`config.mk`:
```
export PLATFORM = sky130hd
export DESIGN_NAME = rob_core
export DESIGN_NICKNAME = d
export VERILOG_FILES = /design/src/rtl/rob_pkg.sv /design/src/rtl/rob_fsm.sv /design/src/rtl/rob_livemap.sv /design/src/rtl/rob_cam.sv /design/src/rtl/rob_core.sv
export SDC_FILE = /design/constraint.sdc
export NUM_CORES = 2
export LEC_CHECK = 0
export ABC_AREA = 1
export ABC_CLOCK_PERIOD_IN_PS = 5400
export BUFFER_PORTS_ARGS = -buffer_cell sky130_fd_sc_hd__buf_2
export CORE_ASPECT_RATIO = 0.5
export CORE_UTILIZATION = 47
export CTS_BUF_LIST = sky130_fd_sc_hd__clkbuf_2
export CTS_CLUSTER_DIAMETER = 80
export CTS_CLUSTER_SIZE = 40
export DETAILED_ROUTE_END_ITERATION = 10
export PLACE_DENSITY = 0.69
export SYNTH_ARGS = -nofsm -noshare
export SYNTH_HDL_FRONTEND = slang
export SYNTH_SLANG_ARGS = --single-unit
```
`constraint.sdc`:
```
create_clock -name clk -period 5.4 [get_ports clk]
set_input_delay 0 -clock clk [delete_from_list [all_inputs] [get_ports clk]]
set_output_delay 0 -clock clk [all_outputs]
set_load 0.05 [all_outputs]
```
`src/rtl/rob_pkg.sv`:
```
package rob_pkg;
    localparam int ROB_DEPTH = 16;   // power of two: pointers wrap naturally
    localparam int ARCH_REGS = 128;
    localparam int TAG_W     = $clog2(ROB_DEPTH);
    localparam int REG_W     = $clog2(ARCH_REGS);

    typedef struct packed {
        logic             live;
        logic             done;
        logic             exc;
        logic             mispred;
        logic [REG_W-1:0] dest;
    } rob_slot_t;

    typedef enum logic {
        ST_RUN     = 1'b0,
        ST_RECOVER = 1'b1
    } rob_state_e;
endpackage

```
`src/rtl/rob_fsm.sv`:
```
module rob_fsm
    import rob_pkg::*;
(
    input  logic clk,
    input  logic rst_n,
    input  logic head_fault_i,
    output logic run_o,
    output logic flush_go_o
);
    rob_state_e state_q, state_d;

    always_ff @(posedge clk or negedge rst_n) begin
        if (!rst_n) state_q <= ST_RUN;
        else        state_q <= state_d;
    end

    always_comb begin
        state_d    = state_q;
        run_o      = 1'b0;
        flush_go_o = 1'b0;
        unique case (state_q)
            ST_RUN: begin
                run_o      = 1'b1;
                flush_go_o = head_fault_i;
                if (head_fault_i) state_d = ST_RECOVER;
            end
            ST_RECOVER: begin
                state_d = ST_RUN;
            end
            default: state_d = ST_RUN;
        endcase
    end
endmodule

```
`src/rtl/rob_livemap.sv`:
```
module rob_livemap #(
    parameter int NREG  = 128,
    parameter int DEPTH = 16
) (
    input  logic                    clk,
    input  logic                    rst_n,
    input  logic                    clear_i,
    input  logic                    inc0_i,
    input  logic [$clog2(NREG)-1:0] inc0_reg_i,
    input  logic                    inc1_i,
    input  logic [$clog2(NREG)-1:0] inc1_reg_i,
    input  logic                    dec_i,
    input  logic [$clog2(NREG)-1:0] dec_reg_i,
    output logic [NREG-1:0]         live_o
);
    localparam int RW    = $clog2(NREG);
    localparam int CNT_W = $clog2(DEPTH + 1);

    for (genvar r = 0; r < NREG; r++) begin : g_reg
        logic [CNT_W-1:0] cnt_q, cnt_d;
        logic             live_q;

        always_comb begin
            cnt_d = cnt_q
                  + CNT_W'(inc0_i && inc0_reg_i == RW'(r))
                  + CNT_W'(inc1_i && inc1_reg_i == RW'(r))
                  - CNT_W'(dec_i  && dec_reg_i  == RW'(r));
        end

        always_ff @(posedge clk or negedge rst_n) begin
            if (!rst_n) begin
                cnt_q  <= '0;
                live_q <= 1'b0;
            end else if (clear_i) begin
                cnt_q  <= '0;
                live_q <= 1'b0;
            end else begin
                cnt_q  <= cnt_d;
                live_q <= (cnt_d != '0);
            end
        end

        assign live_o[r] = live_q;
    end
endmodule

```
`src/rtl/rob_cam.sv`:
```
module rob_cam #(
    parameter int DEPTH = 16,
    parameter int REG_W = 7
) (
    input  logic [DEPTH-1:0][REG_W-1:0] dest_i,
    input  logic [DEPTH-1:0]            live_i,
    input  logic [$clog2(DEPTH)-1:0]    head_i,
    input  logic                        enable_i,
    input  logic [REG_W-1:0]            key_i,
    output logic                        hit_o,
    output logic [$clog2(DEPTH)-1:0]    tag_o
);
    localparam int TW = $clog2(DEPTH);
    logic [TW-1:0] idx;

    // Walk from oldest to youngest; the last match is the youngest producer.
    always_comb begin
        hit_o = 1'b0;
        tag_o = '0;
        idx   = '0;
        if (enable_i) begin
            for (int k = 0; k < DEPTH; k++) begin
                idx = head_i + TW'(k);
                if (live_i[idx] && dest_i[idx] == key_i) begin
                    hit_o = 1'b1;
                    tag_o = idx;
                end
            end
        end
    end
endmodule

```
`src/rtl/rob_core.sv`:
```
module rob_core
    import rob_pkg::*;
#(
    parameter int DEPTH = ROB_DEPTH,
    parameter int NREG  = ARCH_REGS
) (
    input  logic                     clk,
    input  logic                     rst_n,
    input  logic [1:0]               alloc_num_i,
    input  logic [$clog2(NREG)-1:0]  alloc_dest0_i,
    input  logic [$clog2(NREG)-1:0]  alloc_dest1_i,
    output logic                     alloc_ready_o,
    output logic [$clog2(DEPTH)-1:0] alloc_tag0_o,
    output logic [$clog2(DEPTH)-1:0] alloc_tag1_o,
    input  logic                     wb0_valid_i,
    input  logic [$clog2(DEPTH)-1:0] wb0_tag_i,
    input  logic                     wb0_exc_i,
    input  logic                     wb0_mispred_i,
    input  logic                     wb1_valid_i,
    input  logic [$clog2(DEPTH)-1:0] wb1_tag_i,
    input  logic                     wb1_exc_i,
    input  logic                     wb1_mispred_i,
    input  logic [$clog2(NREG)-1:0]  lookup_reg_i,
    output logic                     lookup_searched_o,
    output logic                     lookup_hit_o,
    output logic [$clog2(DEPTH)-1:0] lookup_tag_o,
    output logic                     commit_valid_o,
    output logic [$clog2(DEPTH)-1:0] commit_tag_o,
    output logic [$clog2(NREG)-1:0]  commit_dest_o,
    output logic                     flush_o,
    output logic                     flush_exc_o
);
    localparam int TW    = $clog2(DEPTH);
    localparam int RW    = $clog2(NREG);
    localparam int CNT_W = TW + 1;

    typedef struct packed {
        logic          live;
        logic          done;
        logic          exc;
        logic          mispred;
        logic [RW-1:0] dest;
    } slot_t;

    slot_t [DEPTH-1:0]       slot_q;
    logic  [TW-1:0]          head_q, tail_q;
    logic  [CNT_W-1:0]       count_q;
    logic  [CNT_W-1:0]       free_w;
    logic                    run_w, flush_go_w, head_fault_w, commit_go_w;
    logic                    alloc_go_w, take1_w;
    logic  [NREG-1:0]        reg_live_w;
    logic  [DEPTH-1:0][RW-1:0] cam_dest_w;
    logic  [DEPTH-1:0]       cam_live_w;
    slot_t                   head_slot_w;

    assign head_slot_w  = slot_q[head_q];
    assign head_fault_w = head_slot_w.live && head_slot_w.done
                       && (head_slot_w.exc || head_slot_w.mispred);
    assign commit_go_w  = run_w && head_slot_w.live && head_slot_w.done
                       && !head_slot_w.exc && !head_slot_w.mispred;

    assign free_w        = CNT_W'(DEPTH) - count_q;
    assign alloc_ready_o = run_w && !head_fault_w && (alloc_num_i != 2'd3)
                        && (free_w >= CNT_W'(alloc_num_i));
    assign alloc_go_w    = alloc_ready_o && (alloc_num_i != 2'd0);
    assign take1_w       = alloc_go_w && (alloc_num_i == 2'd2);
    assign alloc_tag0_o  = tail_q;
    assign alloc_tag1_o  = tail_q + TW'(1);

    assign commit_valid_o = commit_go_w;
    assign commit_tag_o   = head_q;
    assign commit_dest_o  = head_slot_w.dest;
    assign flush_o        = flush_go_w;
    assign flush_exc_o    = flush_go_w && head_slot_w.exc;

    rob_fsm u_fsm (
        .clk         (clk),
        .rst_n       (rst_n),
        .head_fault_i(head_fault_w),
        .run_o       (run_w),
        .flush_go_o  (flush_go_w)
    );

    always_ff @(posedge clk or negedge rst_n) begin
        if (!rst_n) begin
            slot_q  <= '0;
            head_q  <= '0;
            tail_q  <= '0;
            count_q <= '0;
        end else if (flush_go_w) begin
            slot_q  <= '0;
            head_q  <= '0;
            tail_q  <= '0;
            count_q <= '0;
        end else begin
            if (wb0_valid_i && slot_q[wb0_tag_i].live) begin
                slot_q[wb0_tag_i].done    <= 1'b1;
                slot_q[wb0_tag_i].exc     <= wb0_exc_i;
                slot_q[wb0_tag_i].mispred <= wb0_mispred_i;
            end
            if (wb1_valid_i && slot_q[wb1_tag_i].live) begin
                slot_q[wb1_tag_i].done    <= 1'b1;
                slot_q[wb1_tag_i].exc     <= wb1_exc_i;
                slot_q[wb1_tag_i].mispred <= wb1_mispred_i;
            end
            if (commit_go_w) begin
                slot_q[head_q].live <= 1'b0;
                head_q              <= head_q + TW'(1);
            end
            if (alloc_go_w) begin
                slot_q[alloc_tag0_o] <= '{live: 1'b1, done: 1'b0, exc: 1'b0,
                                          mispred: 1'b0, dest: alloc_dest0_i};
                if (take1_w)
                    slot_q[alloc_tag1_o] <= '{live: 1'b1, done: 1'b0, exc: 1'b0,
                                              mispred: 1'b0, dest: alloc_dest1_i};
                tail_q <= tail_q + TW'(alloc_num_i);
            end
            count_q <= count_q + (alloc_go_w ? CNT_W'(alloc_num_i) : '0)
                               - CNT_W'(commit_go_w);
        end
    end

    rob_livemap #(.NREG(NREG), .DEPTH(DEPTH)) u_live (
        .clk       (clk),
        .rst_n     (rst_n),
        .clear_i   (flush_go_w),
        .inc0_i    (alloc_go_w),
        .inc0_reg_i(alloc_dest0_i),
        .inc1_i    (take1_w),
        .inc1_reg_i(alloc_dest1_i),
        .dec_i     (commit_go_w),
        .dec_reg_i (head_slot_w.dest),
        .live_o    (reg_live_w)
    );

    always_comb begin
        for (int i = 0; i < DEPTH; i++) begin
            cam_dest_w[i] = slot_q[i].dest;
            cam_live_w[i] = slot_q[i].live;
        end
    end

    assign lookup_searched_o = reg_live_w[lookup_reg_i];

    rob_cam #(.DEPTH(DEPTH), .REG_W(RW)) u_cam (
        .dest_i  (cam_dest_w),
        .live_i  (cam_live_w),
        .head_i  (head_q),
        .enable_i(lookup_searched_o),
        .key_i   (lookup_reg_i),
        .hit_o   (lookup_hit_o),
        .tag_o   (lookup_tag_o)
    );
endmodule

```
# Yosys cells after proc, flatten, opt, wreduce, memory -nomap -nowiden
# Cells that the tools add are included.
word_totals:
  out_inout_bits: 29
  ff_bits: 958
  inputBits: 39
  word_cells: 2136
op_classes:
  order_cmp: 27
  eq_ne: 399
  bitwise: 1
  n_addsub: 404
  n_mux: 408
  n_reduce_logical: 557
op_table:
  columns: ["cell", "count"]
  rows:
  - ["$bwmux 176", 9]
  - ["$mux 176", 9]
  - ["$eq 7x7->1 const B", 192]
  - ["$add 5x1->5", 256]
  - ["$eq 7x6->1 const B", 96]
  - ["$mux 5", 129]
  - ["$sub 5x1->5", 129]
  - ["$reduce_bool 5->1", 128]
  - ["$bmux 7 s4", 16]
  - ["$logic_and 1x1->1", 419]
  - ["$demux 11 s4", 9]
  - ["$eq 7x5->1 const B", 48]
  - ["$eq 7x4->1 const B", 24]
  - ["$mux 1", 165]
  - ["$bmux 11 s4", 3]
  - ["$eq 7x7->1", 16]
  - ["$mux 7", 16]
  - ["$lt 4x5->1 const B", 20]
  - ["$eq 7x3->1 const B", 12]
  - ["$mux 4", 21]
  - ["$mux 11", 6]
  - ["$bmux 1 s4", 16]
  - ["$eq 7x2->1 const B", 6]
  - ["$add 4x4->4 const B", 8]
  - ["23 further kinds", 43]

# Depth between registers and ports, before layout
logic_depth:
  word_depth: 22
  mapped_depth: 38
  depth_no_buf: 32

# By module
# Synthesis repeated with hierarchy kept, for this count alone.
hier_totals:
  hier_cells: 11382
  area_unflattened_um2: 78911.9
modules_own_cells:
  columns: ["mod", "cells_each", "seq_area_each_um2", "area_each_um2", "instances"]
  rows:
  - ["rob_livemap", 7275, 19218.4, 55568.3, 1]
  - ["rob_core", 2257, 4729.5, 14531.4, 1]
  - ["rob_cam", 1846, 0.0, 8773.4, 1]
  - ["rob_fsm", 4, 25.0, 38.8, 1]

# Worst setup path before layout
# Ideal clock, no wire load.
synth_timing:
  kind: "reg-to-reg"
  from: "register head_q[1] (netlist: commit_tag_o[1])"
  to: "register u_live.g_reg[15].live_q"
  n_path_buf: 3
  arrival_time_ns: 4.914
  t_required_ns: 5.263
  period_less_slack_ns: 5.051
  stages_incl_launch_ff: 19
  setup_slack_ns: 0.349
  setup_ns: 0.137
  cell_sequence: "dfrtp_1 > buf_2 > clkbuf_1 > o21ai_0 > o221a_2 > o22ai_2 > nand2_1 > nor2_4 > inv_2 > nor2_8 > clkbuf_1 > nand2_1 > nor2_1 > ha_1 > fa_1 > fa_1 > o21ai_0 > xor2_1 > a31oi_1"
synth_between:
  elab_cells_between_ends: 27
  classes_between: "add/sub (3); eq/ne (1); mux (4); reduce/logical (19)"
synth_rtl:
  columns: ["item", "line_no", "text"]
  rows:
  - ["start: declaration", "rob_core.sv:46", "logic [TW-1:0] head_q, tail_q;"]
  - ["start signal: assignment", "rob_core.sv:108", "head_q <= head_q + TW'(1);"]
  - ["$bmux 11 s4 (*)", "rob_core.sv:56", "assign head_slot_w = slot_q[head_q];"]
  - ["$mux 11 (not written as such) (*)", "rob_core.sv:56", null]
  - ["$logic_and 1x1->1 (2 in a row)", "rob_core.sv:59", "assign commit_go_w = run_w && head_slot_w.live && head_slot_w.done"]
  - ["$logic_and 1x1->1", "rob_core.sv:60", "&& !head_slot_w.exc && !head_slot_w.mispred;"]
  - ["$logic_and 1x1->1 (*)", "rob_core.sv:60", null]
  - ["net commit_valid_o", "rob_core.sv:27", "output logic commit_valid_o,"]
  - ["$logic_and 1x1->1 (*)", "rob_livemap.sv:27", "- CNT_W'(dec_i && dec_reg_i == RW'(r));"]
  - ["$sub 5x1->5 (*)", "rob_livemap.sv:27", null]
  - ["$reduce_bool 5->1 (*)", "rob_livemap.sv:39", "live_q <= (cnt_d != '0);"]
  - ["$mux 1 (*)", "rob_livemap.sv:34", "end else if (clear_i) begin"]
  - ["end signal: assignment", "rob_livemap.sv:39", null]
  - ["end: declaration", "rob_livemap.sv:21", "logic live_q;"]
# The timed path passes the listed nets; every way through them passes the cells marked *. The select of a mux whose other input is x is not followed.
# A chain may end at the register's enable or synchronous reset.

# Worst setup path in the final report
layout_timing:
  from: "register head_q[1] (netlist: commit_tag_o[1])"
  to: "output lookup_tag_o[3]"
layout_between:
  elab_chain_cells: 21
  elab_cells_between_ends: 128
  classes_between: "add/sub (15); eq/ne (16); mux (81); reduce/logical (16)"
layout_lines:
  columns: ["item", "line_no", "text"]
  rows:
  - ["$add 4x1->4 / $bmux 7 s4 (equally long branches)", "rob_cam.sv:23, rob_cam.sv:24", null]
  - ["$bmux 7 s4 / $mux 7 (equally long branches)", "rob_cam.sv:24", "if (live_i[idx] && dest_i[idx] == key_i) begin"]
  - ["$mux 7 (not written as such) / $eq 7x7->1 (equally long branches)", "rob_cam.sv:24", null]
  - ["$eq 7x7->1 / $logic_and 1x1->1 (equally long branches)", "rob_cam.sv:24", null]
  - ["$logic_and 1x1->1 / $mux 4 (equally long branches)", "rob_cam.sv:24", null]
  - ["$mux 4 (14 in a row)", "rob_cam.sv:24", null]
  - ["$mux 4 (*)", "rob_cam.sv:24", null]
  - ["$mux 4 (*)", "rob_cam.sv:21", "if (enable_i) begin"]
  - ["end: declaration", "rob_core.sv:26", "output logic [$clog2(DEPTH)-1:0] lookup_tag_o,"]
# Mark *: on every way between the ends. The rest lies on a longest branch, timed or not. The select of a mux whose other input is x is not followed.

==> metrics.md <==
| Metric | Value |
|---|---|
| Die ar. | 150000 sq um |
| Area after detailed placement | between 70000 and 80000 sq um |
| Worst path required time | around 5.4 ns |
| Post-route insts no fill | between 10000 and 15000 |
| Syn-to-layout area delta | 10.3% |
| Later-pin clock latency in the skew report | roughly 1.6 ns |
| Post-layout total power | 54.6 mW |
| Reg-to-reg slack, setup | 0.09 ns |
| Top cell by count, worst path | nand2_1 |
| XOR/XNOR share of the synthesized area | 6.85% |
| Boundary Pins | 68 |
| Final setup viols | 0 |
| Share of flip-flops with an asynchronous set or reset after synthesis | 100% |
| Routed WL per cell | 21.9 um |
| Final max-slew violation count | 0 |
| Final setup skew | 0.444 ns |
| Antenna violations before repair | 10 |
| Most frequent cells after synthesis | 1405 x nand2_1, 1206 x nor2_1, 958 x dfrtp_1 |
| Critical Path End Type | output pin |
| Remaining design rule violation count | 8 |
| First-iteration detailed-routing DRC count | 6596 |
| Average instance area after synthesis | 8.06 sq um |
| CTS tree | built |
| Peak fanout along the critical path | 15 |
| Post-DRT Antenna Nets | 0 |
| Static leakage | 34.0 nW |
| Endpoints failing hold | 0 |
| Post-synthesis simple-gate area fraction | 22.6% |
| Initial core utilization | 47.6% |
| Setup Total Neg Slack | 0 ns |
| Cell with the biggest individual delay on the critical path | dfrtp_2 |
| Total number of yosys warnings | 0 |
| IR Drop Worst-Case VDD | 0.345 mV |
| Post-synthesis sequential element count | 958 |
| Number of distinct library cells after synthesis | 62 |
| Hold Worst Slack | 0.134 ns |
| Placed wire-length estimate after detailed placement | 163 mm |
| Final net count | ~9600 |
| CTS H-tree depth | 2 |
| Final critical delay including setup and external delays | roughly 5.4 ns |
| Ranking of synthesized cells by area | dfrtp_1 34%, ha_1 9.7%, nand2_1 7.6% |
| Mapped cell area | 69600 sq um |
| Iteration count of the initial detailed-routing pass | 11 |
| Slew at the pin closest to its max-slew limit | 1.21 ns |
| Inserted Clock Buffers | 37 |
| Placement Rows | slightly below 100 |
| Count leader, synth | nand2_1 |
| Vias per cell | between 5 and 6 |
| Clock-pin slew on the worst setup and hold paths | 0.76 ns |
| Instance count after placement with tap cells included | 10466 |
| Tightest slew margin relative to the limit | 19.0% |
| Final wirelength | 236 mm |
| Clock sinks | ~960 |
| Area fraction in compound gates after synthesis | between 10 and 15% |
| Floorplan die width | 546 um |
| Vertical die dimension | about 270 um |
| Number of input and output port buffers inserted | 67 |
| Slowest cell delay on critical path | 0.53 ns |
| Total vias in the final route | 62312 |
| Congestion Overflow GR | 0 |
| Std-Cell Core Area | approximately 150000 sq um |
| Pwr dens | ~700 nW/um^2 |
| Violations in the final reports | design-rule violations |
| Number of global-route vias before repair | around 60000 |
| Proportion of synthesized area in mux cells | 0% |
| Number of enable flip-flop cells after synthesis | 0 |
| Maximum clock rate | 0.185 GHz |
| Post-route cell area | just under 80000 sq um |
| Fraction of the mapped netlist area in adder cells | 17.2% |
| Outcome | finished, violations left |
| Top-area cell type share of the netlist area | 34.4% |
| Largest net degree at the start of global routing | roughly 200 |
| Arrival time worst endpoint | 5.40 ns |
| Final GP Congestion | 1.05 |
| Count of mapped cells out of synthesis | 8646 |
| Type of the worst setup path | flip-flop to output pin |
| Ys flop type | dfrtp_1 |
| Share of cells above drive strength 1 | 8.07% |
| Root buffer selected by CTS | clkbuf_2 |
| Post-synthesis sequential area ratio | 34.4% |
| Path type of the worst min-delay path | primary input to flip-flop |
| Unrepaired setup endpoints after global routing | yes |
| Startpoint kind of the worst setup timing path | flip-flop |
| Largest area contributor in the synthesized netlist | dfrtp_1 |
| Number of nets produced by synthesis | 9485 |
| Maximum clock path buffer count | 3 |
| Max-cap check violation count | 0 |
| Post-route clock period utilization | 99.9% |
| Combinational family with the most area after synthesis | simple AND/OR/NAND/NOR gates |
| Wire length of the first global-routing pass | 356 mm |
| Global-route usage over all layers | a little under a third |
## worst paths after layout
path                                        endpoint              from  depth (start not counted)
max in group asynchronous            commit_tag_o[2]             rst_n                          7
min in group asynchronous  u_live.g_reg[36].cnt_q[2]             rst_n                          6
hold / removal                       cam_dest_w[103]  alloc_dest1_i[5]                          6
setup / recovery                     lookup_tag_o[3]   commit_tag_o[1]                         34
setup reg to reg                         slot_q[151]     cam_live_w[6]                         17
hold reg to reg                          slot_q[108]       slot_q[108]                          2
## report_power, final
group | switching [mW] | internal (mW) | leakage, nW
Combinational | 23.7 | 14.9 | 21.8
Sequential | 2.32 | 10.8 | 11.8
Clock | 2.57 | 0.456 | 0.347
Total | 28.5 | 26.1 | 34.0
## critical path: cells and delay by family, from the launching register on
kind | cells | cell delay [ns]
and+or+nand+nor | 25 | 2.04
AOI/OAI and AO/OA | 2 | 0.30
adders and majority gates | 1 | 0.18
buffers and inverters | 6 | 0.96
DFF | 1 | 0.53
## final cells by class
type | instances | area (sq um)
repair buffers | 462 | 4820
clock inverters | 24 | 417
multi-input cells | 6429 | 41500
repair inverters | 4 | 40.0
diodes | 8 | 20.0
inverters | 881 | 3410
clock buffers | 39 | 195
flip-flops and latches | 958 | 24000
fillers | 13703 | 69600
well taps | 1969 | 2460
## cell usage in the layout (no fill, tap or decap), types with 165 or more instances in the layout
cell type / netlist / routed
inv_1: 843 / 835
fa_1: 258 / 258
buf_4: 23 / 165
nand2_1: 1405 / 1388
o21ai_0: 533 / 530
dfrtp_1: 958 / 954
nand3_1: 779 / 664
ha_1: 542 / 538
nor2_1: 1206 / 1198
xor2_1: 402 / 401
a21oi_1: 334 / 331
## logic make-up (layout without fill, tap and decap cells)
logic type	after synthesis	in the layout
and+or+nand+nor	3663	3664
AOI/OAI and AO/OA	1424	1424
buffers and inverters	1260	1410
DFF	958	958
adders and majority gates	800	800
xor gates and xnor gates	541	541
other	0	8
## through the flow
step                utilization [%]  setup slack (ns)
detailed placement             49.3           0.00278
global route                   52.5            -0.357
floorplan                         -             0.349
global placement               49.3            0.0410
finish                         52.5           0.00467
CTS                            51.6           -0.0524
## sequential cells by signal, summed over array words and instances (netlist names)
| signal | count |
|---|---|
| cam_live_w | 16 |
| commit_tag_o | 4 |
| u_live.g.cnt_q | 640 |
| u_fsm.state_q | 1 |
| alloc_tag0_o | 4 |
| slot_q | 48 |
| cam_dest_w | 112 |
| u_live.g.live_q | 128 |
| count_q | 5 |
## timing repair
action	4_1_cts	5_1_grt
endpoints found under the hold margin	1906	0
cloned	14	14
hold buffers	154	0
setup buffers	24	34
resized for setup	113	170
endpoints found under the setup margin	6	26
pin swaps	10	31
## per-layer routing
metal | GRT usage (%) | share of wire [%] | wire, um
met1 | 40.3 | 41 | 96000
met3 | 5.94 | 9.1 | 21400
met2 | 48.1 | 43 | 102000
met5 | 0 | 0.11 | 265
met4 | 18.4 | 6.9 | 16300
No activity file was read; power rests on OpenSTA's default activity.
